**src/rtl/wsv_pkg.sv**
```systemverilog
package wsv_pkg;
  localparam int unsigned DW = 16;
  localparam logic [2:0] IDX_CTRL = 3'd0;
  localparam logic [2:0] IDX_SVC  = 3'd1;
  localparam logic [2:0] IDX_STAT = 3'd2;
  localparam logic [2:0] IDX_ICTL = 3'd3;
  localparam logic [2:0] IDX_MISC = 3'd4;
  localparam logic [DW-1:0] KEY_FIRST  = 16'h5555;
  localparam logic [DW-1:0] KEY_SECOND = 16'hAAAA;
endpackage

```
**src/rtl/wsv_seq.sv**
```systemverilog
module wsv_seq
  import wsv_pkg::*;
(
  input  logic          clk,
  input  logic          rst,
  input  logic          wr_svc,
  input  logic [DW-1:0] wdata,
  output logic          reload
);
  logic armed_q;

  assign reload = wr_svc && armed_q && (wdata == KEY_SECOND);

  always_ff @(posedge clk) begin
    if (rst) armed_q <= 1'b0;
    else if (wr_svc) armed_q <= !armed_q && (wdata == KEY_FIRST);
  end


  armed_hold_chk: assert property (@(posedge clk) disable iff (rst)
    (armed_q && !wr_svc) |=> armed_q);
endmodule

```
**src/rtl/wsv_count.sv**
```systemverilog
module wsv_count #(
  parameter int unsigned TW = 8,
  parameter int unsigned PW = 8
) (
  input  logic          clk,
  input  logic          rst,
  input  logic          tick,
  input  logic          run,
  input  logic          reload,
  input  logic [TW-1:0] tmo,
  input  logic          pre_en,
  input  logic [PW-1:0] pre,
  output logic          expire,
  output logic          pre_hit
);
  localparam int unsigned EW = ((TW > PW) ? TW : PW) + 2;
  logic [TW:0]   elapsed_q;
  logic [EW-1:0] nxt_w, target_w, sum_w;

  always_comb begin
    nxt_w    = EW'(elapsed_q) + EW'(1);
    target_w = EW'(tmo) + EW'(1);
    sum_w    = nxt_w + EW'(pre);
    expire   = tick && run && (elapsed_q >= {1'b0, tmo});
    pre_hit  = tick && run && !expire && pre_en && (pre != '0) && (sum_w == target_w);
  end

  always_ff @(posedge clk) begin
    if (rst || reload) elapsed_q <= '0;
    else if (tick && run && !expire) elapsed_q <= nxt_w[TW:0];
  end


  no_tick_hold_chk: assert property (@(posedge clk) disable iff (rst)
    (!tick && !reload) |=> $stable(elapsed_q));
endmodule

```
**src/rtl/wsv_pdown.sv**
```systemverilog
module wsv_pdown #(
  parameter int unsigned PD_TICKS = 64
) (
  input  logic clk,
  input  logic rst,
  input  logic tick,
  input  logic clr,
  output logic en,
  output logic fire
);
  localparam int unsigned CW = $clog2(PD_TICKS + 1);
  logic [CW-1:0] cnt_q;
  logic          en_q;

  assign en   = en_q;
  assign fire = en_q && !clr && tick && (cnt_q == CW'(PD_TICKS - 1));

  always_ff @(posedge clk) begin
    if (rst) begin
      en_q  <= 1'b1;
      cnt_q <= '0;
    end else if (clr || fire) begin
      en_q  <= 1'b0;
    end else if (tick && en_q) begin
      cnt_q <= cnt_q + CW'(1);
    end
  end


  pd_once_chk: assert property (@(posedge clk) disable iff (rst)
    fire |=> !en_q);
endmodule

```
**src/rtl/wdog_sentry.sv**
```systemverilog
module wdog_sentry
  import wsv_pkg::*;
#(
  parameter int unsigned TW       = 8,
  parameter int unsigned PW       = 8,
  parameter int unsigned PD_TICKS = 64
) (
  input  logic          clk,
  input  logic          rst,
  input  logic          tick,
  input  logic          sleep,
  input  logic          bus_en,
  input  logic          bus_wr,
  input  logic [3:0]    bus_addr,
  input  logic [DW-1:0] bus_wdata,
  output logic [DW-1:0] bus_rdata,
  output logic          irq_n,
  output logic          int_rst_req,
  output logic          ext_rst_n
);
  logic [2:0]    idx;
  logic          wr_ctrl, wr_svc, wr_ictl, wr_misc, rd_req;
  logic [TW-1:0] tmo_q;
  logic          wre_q, wde_q, frz_q, frz_lock_q;
  logic          ie_q, sts_q, tflag_q, irst_q, ern_q, irq_n_q;
  logic [PW-1:0] pre_q;
  logic [DW-1:0] rdata_q, rmux;
  logic          run, reload, expire, pre_hit, pd_en, pd_fire;
  logic          ie_nxt, sts_nxt;

  assign idx     = bus_addr[3:1];
  assign wr_ctrl = bus_en && bus_wr && (idx == IDX_CTRL);
  assign wr_svc  = bus_en && bus_wr && (idx == IDX_SVC);
  assign wr_ictl = bus_en && bus_wr && (idx == IDX_ICTL);
  assign wr_misc = bus_en && bus_wr && (idx == IDX_MISC);
  assign rd_req  = bus_en && !bus_wr;
  assign run     = wde_q && !tflag_q && !(frz_q && sleep);

  wsv_seq u_seq (
    .clk(clk), .rst(rst), .wr_svc(wr_svc), .wdata(bus_wdata), .reload(reload)
  );

  wsv_count #(.TW(TW), .PW(PW)) u_count (
    .clk(clk), .rst(rst), .tick(tick), .run(run), .reload(reload),
    .tmo(tmo_q), .pre_en(ie_q), .pre(pre_q), .expire(expire), .pre_hit(pre_hit)
  );

  wsv_pdown #(.PD_TICKS(PD_TICKS)) u_pdown (
    .clk(clk), .rst(rst), .tick(tick), .clr(wr_misc && !bus_wdata[0]),
    .en(pd_en), .fire(pd_fire)
  );

  always_comb begin
    ie_nxt  = wr_ictl ? bus_wdata[15] : ie_q;
    sts_nxt = (sts_q && !(wr_ictl && bus_wdata[14])) || pre_hit;
    case (idx)
      IDX_CTRL: rmux = {tmo_q, 2'b00, 1'b1, 1'b1, wre_q, wde_q, 1'b0, frz_q};
      IDX_STAT: rmux = {14'd0, tflag_q, 1'b0};
      IDX_ICTL: rmux = {ie_q, sts_q, 6'd0, pre_q};
      IDX_MISC: rmux = {15'd0, pd_en};
      default:  rmux = '0;
    endcase
  end

  always_ff @(posedge clk) begin
    if (rst) begin
      tmo_q <= '0; wre_q <= 1'b0; wde_q <= 1'b0;
      frz_q <= 1'b0; frz_lock_q <= 1'b0;
      ie_q <= 1'b0; sts_q <= 1'b0; pre_q <= '0;
      tflag_q <= 1'b0; irst_q <= 1'b0; ern_q <= 1'b1;
      irq_n_q <= 1'b1; rdata_q <= '0;
    end else begin
      if (wr_ctrl) begin
        tmo_q <= bus_wdata[15:8];
        wre_q <= bus_wdata[3];
        if (bus_wdata[2]) wde_q <= 1'b1;
        if (!frz_lock_q) begin
          frz_q      <= bus_wdata[0];
          frz_lock_q <= 1'b1;
        end
        if (!bus_wdata[4]) irst_q <= 1'b1;
        if (!bus_wdata[5]) ern_q  <= 1'b0;
      end
      if (expire) begin
        tflag_q <= 1'b1;
        if (wre_q) ern_q <= 1'b0;
        else       irst_q <= 1'b1;
      end
      if (wr_ictl) pre_q <= bus_wdata[7:0];
      ie_q    <= ie_nxt;
      sts_q   <= sts_nxt;
      irq_n_q <= !((ie_nxt && sts_nxt) || pd_fire);
      if (rd_req) rdata_q <= rmux;
    end
  end

  assign bus_rdata   = rdata_q;
  assign irq_n       = irq_n_q;
  assign int_rst_req = irst_q;
  assign ext_rst_n   = ern_q;


  enable_stuck_chk: assert property (@(posedge clk) disable iff (rst)
    wde_q |=> wde_q);

  freeze_once_chk: assert property (@(posedge clk) disable iff (rst)
    frz_lock_q |=> $stable(frz_q));

  tflag_sticky_chk: assert property (@(posedge clk) disable iff (rst)
    tflag_q |=> tflag_q);

  irst_sticky_chk: assert property (@(posedge clk) disable iff (rst)
    int_rst_req |=> int_rst_req);

  ern_sticky_chk: assert property (@(posedge clk) disable iff (rst)
    !$rose(ext_rst_n));

  stop_after_chk: assert property (@(posedge clk) disable iff (rst)
    tflag_q |-> !expire);
endmodule

```
**config.mk**
```make
export PLATFORM = sky130hd
export DESIGN_NAME = wdog_sentry
export DESIGN_NICKNAME = d
export VERILOG_FILES = /design/src/rtl/wsv_pkg.sv /design/src/rtl/wsv_seq.sv /design/src/rtl/wsv_count.sv /design/src/rtl/wsv_pdown.sv /design/src/rtl/wdog_sentry.sv
export SDC_FILE = /design/constraint.sdc
export NUM_CORES = 1
export LEC_CHECK = 0
export ABC_AREA = 1
export CORE_AREA = 2 2 104 106
export CTS_CLUSTER_SIZE = 12
export DETAILED_ROUTE_END_ITERATION = 7
export DIE_AREA = 0 0 106 108
export PLACE_DENSITY = 0.54
export SETUP_SLACK_MARGIN = 0.2
export SYNTH_ARGS = -nofsm -noshare
export SYNTH_HDL_FRONTEND = slang
export SYNTH_HIERARCHICAL = 1
export SYNTH_SLANG_ARGS = --single-unit
```
**constraint.sdc**
```tcl
create_clock -name clk -period 5.7 [get_ports clk]
set_clock_uncertainty 0.1 [all_clocks]
set_input_delay 1.14 -clock clk [delete_from_list [all_inputs] [get_ports clk]]
set_output_delay 1.14 -clock clk [all_outputs]
set_load 0.005 [all_outputs]
```
==> results.yml <==
run_status:
  outcome: "finished, final reports clean"
global_routing:
  initial_antenna_violation_count: 0
  global_route_wire_length_before_repair_mm: 17.2
  grt_pass1_vias: 3583
  globalRoute.totalOverflow: 0
  grt.total_usage_pct: 19.3
  grt_start_max_net_pins: 29
floorplanning:
  dieHeight_um: 108
  die-area_um2: 11400
  floorplan.rows: 37
  core_um2: 10200
  die_x_um: 106
  floorplan.io_pins: 45
  initial_core_util_pct: 36.8
worst_setup_path:
  origin_of_the_critical_flop_to_flop_path: "u_count/elapsed_q[0]$_SDFFE_PP0N_"
  timing.setup.critical_path_class: "flip-flop to flip-flop"
  worst-endpoint-required_ns: 5.83
  setup.worst_path.start_class: "flip-flop"
  end_kind: "flip-flop"
  critical_path.startpoint: "u_count/elapsed_q[0]$_SDFFE_PP0N_"
  cp_max_fo: 6
  worst_ep_arrival_time_ns: 3.30
placed_design:
  placed_cell_area_um2: 4320
  routabilityCongestion: 0.835
  port_buffers: 43
  place.detailed.hpwl_mm: 7.84
logic_synthesis:
  synth.ff_latch_count: 60
  ys_seq_area_share_pct: 31.9
  ys_top_cells_by_area: "sky130_fd_sc_hd__dfxtp_1, sky130_fd_sc_hd__nand2_1, sky130_fd_sc_hd__nor2_1"
  post-synth-top-area-fraction_pct: 31.9
  post_syn_area_um2: 3760
  yosysUniqueCellTypes: 33
  syn_inst: 585
  postSynthAreaPerCell_um2: 6.43
  synth_fp_nets: 633
  yosys_warning_total: 6
  synth_largest_area_cell: "sky130_fd_sc_hd__dfxtp_1"
route:
  drt-wirelength-per-cell_um: 13.1
  drtPass1Iterations: 5
  route.final.wire_length_mm: 10.1
  detail_route.drc_violations: 0
  viasPerCell: 4.80
  ant_nets: 0
  dr_total_vias: 3710
  dr.first_iter.drc_count: 213
sta:
  grt_setup_unrepaired: "no"
  fin_tns_setup_ns: 0
  slew-limit-headroom_pct: 52.3
  timing.fmax_ghz: 0.315
  report.final.setup_viol: 0
  finalCritPeriodShare_pct: 55.7
  maxSlewViolCount: 0
  min_period_ns: 3.17
  hold_violations: 0
  timing_worst_slew_pin_value_ns: 0.712
clocking:
  post_cts_resized: 0
  worstSkewPairLatency_ns: 0.34
  clock-sinks: 60
  cts_made_buffers: 9
  tritoncts: "yes"
  cts.reportedPaths.clkPinSlew_ns: 0.07
  post_cts_buffers: 0
  clockRootBuffer: "sky130_fd_sc_hd__clkbuf_8"
  ctsHtreeMaxLevel: 3
  hold_buffers: 0
  cts-root-to-sink-buffers: 2
pwr:
  cellLeakagePower_nw: 2.01
  max_vdd_drop_mv: 0.179
  power_per_cell_area_nw_per_um2: 195
cells_and_area:
  most_common_library_cell_in_the_layout_ignoring_fill_and_taps: "sky130_fd_sc_hd__nand2_1"
  most-common-layout-cells: "sky130_fd_sc_hd__nand2_1, sky130_fd_sc_hd__nor2_1, sky130_fd_sc_hd__inv_1"
  drive_gt1_share_pct: 6.12
  stdcell_area_um2: 4500
  nNetsFinal: 680
  antenna_cells_inserted: 0
  fillers: 1078
  area_growth_pct: 19.6
worst_hold_path:
  type_of_the_tightest_min_delay_check: "flip-flop to flip-flop"
  hold_path.startpoint: "u_pdown/cnt_q[6]$_SDFFE_PP0P_"
job:
  max_cap_viol_count: 0
## metrics by stage
step / setup WS (ns) / hold slack, ns / instances / power (mW) / utilization (%)
after floorplan: 3.16 / 0.321 / 585 / 0.492 / -
after global placement: 2.44 / 0.336 / 757 / 0.537 / 42.2
after detailed placement: 2.39 / 0.341 / 757 / 0.538 / 42.2
after CTS: 2.49 / 0.355 / 773 / 0.891 / 44.0
after global routing: 2.22 / 0.388 / 773 / 0.925 / 44.0
final: 2.53 / 0.355 / 773 / 0.876 / 44.0
## final timing paths
path                                         to  slack, ns  cells past startpoint
setup reg to reg               irq_n$_SDFF_PP1_       2.53                     18
setup / recovery               irq_n$_SDFF_PP1_       2.53                     18
hold reg to reg   u_pdown/cnt_q[6]$_SDFFE_PP0P_       0.36                      2
hold / removal    u_pdown/cnt_q[6]$_SDFFE_PP0P_       0.36                      2
## per-layer routing
metal / GRT usage (%) / share of wire, % / wire [um] / vias to the layer above
met1: 24.6 / 47 / 4770 / 1655
met2: 32.4 / 47 / 4740 / 78
met5: 0 / 0 / 0 / -
li1: - / - / - / 1964
met3: 4.34 / 4.8 / 483 / 13
met4: 6.39 / 1.5 / 155 / 0
## synth_stat cells (all sizes together)
library cell  count
a21boi            1
o31ai             1
xnor2             6
xor2              8
o21a              2
ha               21
nand4            11
inv              77
clkbuf            3
nand3            37
a31oi             1
a211oi            1
o21ai            38
fa                1
nor3             10
nand3b            2
nor2             87
nor4              2
dfxtp            60
buf               6
nand2           166
a21oi            44
## critical path, cell delays in order (launching register included)
cell and delay, ns:
sky130_fd_sc_hd__dfxtp_1 0.44, sky130_fd_sc_hd__ha_1 0.24, sky130_fd_sc_hd__nand3_2 0.13, sky130_fd_sc_hd__nor2_4 0.15, sky130_fd_sc_hd__nand2_1 0.08, sky130_fd_sc_hd__xor2_1 0.30, sky130_fd_sc_hd__ha_1 0.31, sky130_fd_sc_hd__a21oi_1 0.29
sky130_fd_sc_hd__nand2_1 0.09, sky130_fd_sc_hd__a21oi_1 0.12, sky130_fd_sc_hd__nand2_1 0.06, sky130_fd_sc_hd__nand2_1 0.06, sky130_fd_sc_hd__nand3_1 0.08, sky130_fd_sc_hd__nor2_1 0.13, sky130_fd_sc_hd__nand3_1 0.07, sky130_fd_sc_hd__nor2_1 0.19
sky130_fd_sc_hd__inv_1 0.09, sky130_fd_sc_hd__nand2_1 0.08, sky130_fd_sc_hd__a21oi_1 0.06
## final cells by class
cell class	count	area, um^2	area share [%]
sequential	60	1200	26.7
clock inverter	6	40.0	0.890
inverter	77	289	6.42
multi-input combinational	439	2220	49.2
clock buffer	10	138	3.06
tap	136	170	3.78
timing repair buffer	45	445	9.90
## power by group
part / internal, mW / switching, mW / leakage [nW]
clock network: 0.168 / 0.180 / 0.0920
logic: 0.0411 / 0.0490 / 1.43
registers: 0.428 / 0.00966 / 0.486
total: 0.638 / 0.238 / 2.01
## logic make-up (layout without fill, tap and decap cells)
group | count (synthesis) | after routing | synth area share (%)
compound gates | 88 | 88 | 12.5
xor+xnor | 14 | 14 | 3.26
fa+ha+maj | 22 | 22 | 7.52
buf+inv | 86 | 138 | 9.15
flops | 60 | 60 | 31.9
simple gates | 315 | 315 | 35.7
## registers in the layout, summed over array words and instances (netlist names), 7 cells and up
name,flops
tmo_q,8
bus_rdata,16
u_pdown/cnt_q,7
u_count/elapsed_q,9
pre_q,8
Power figures use the tool's default switching activity.
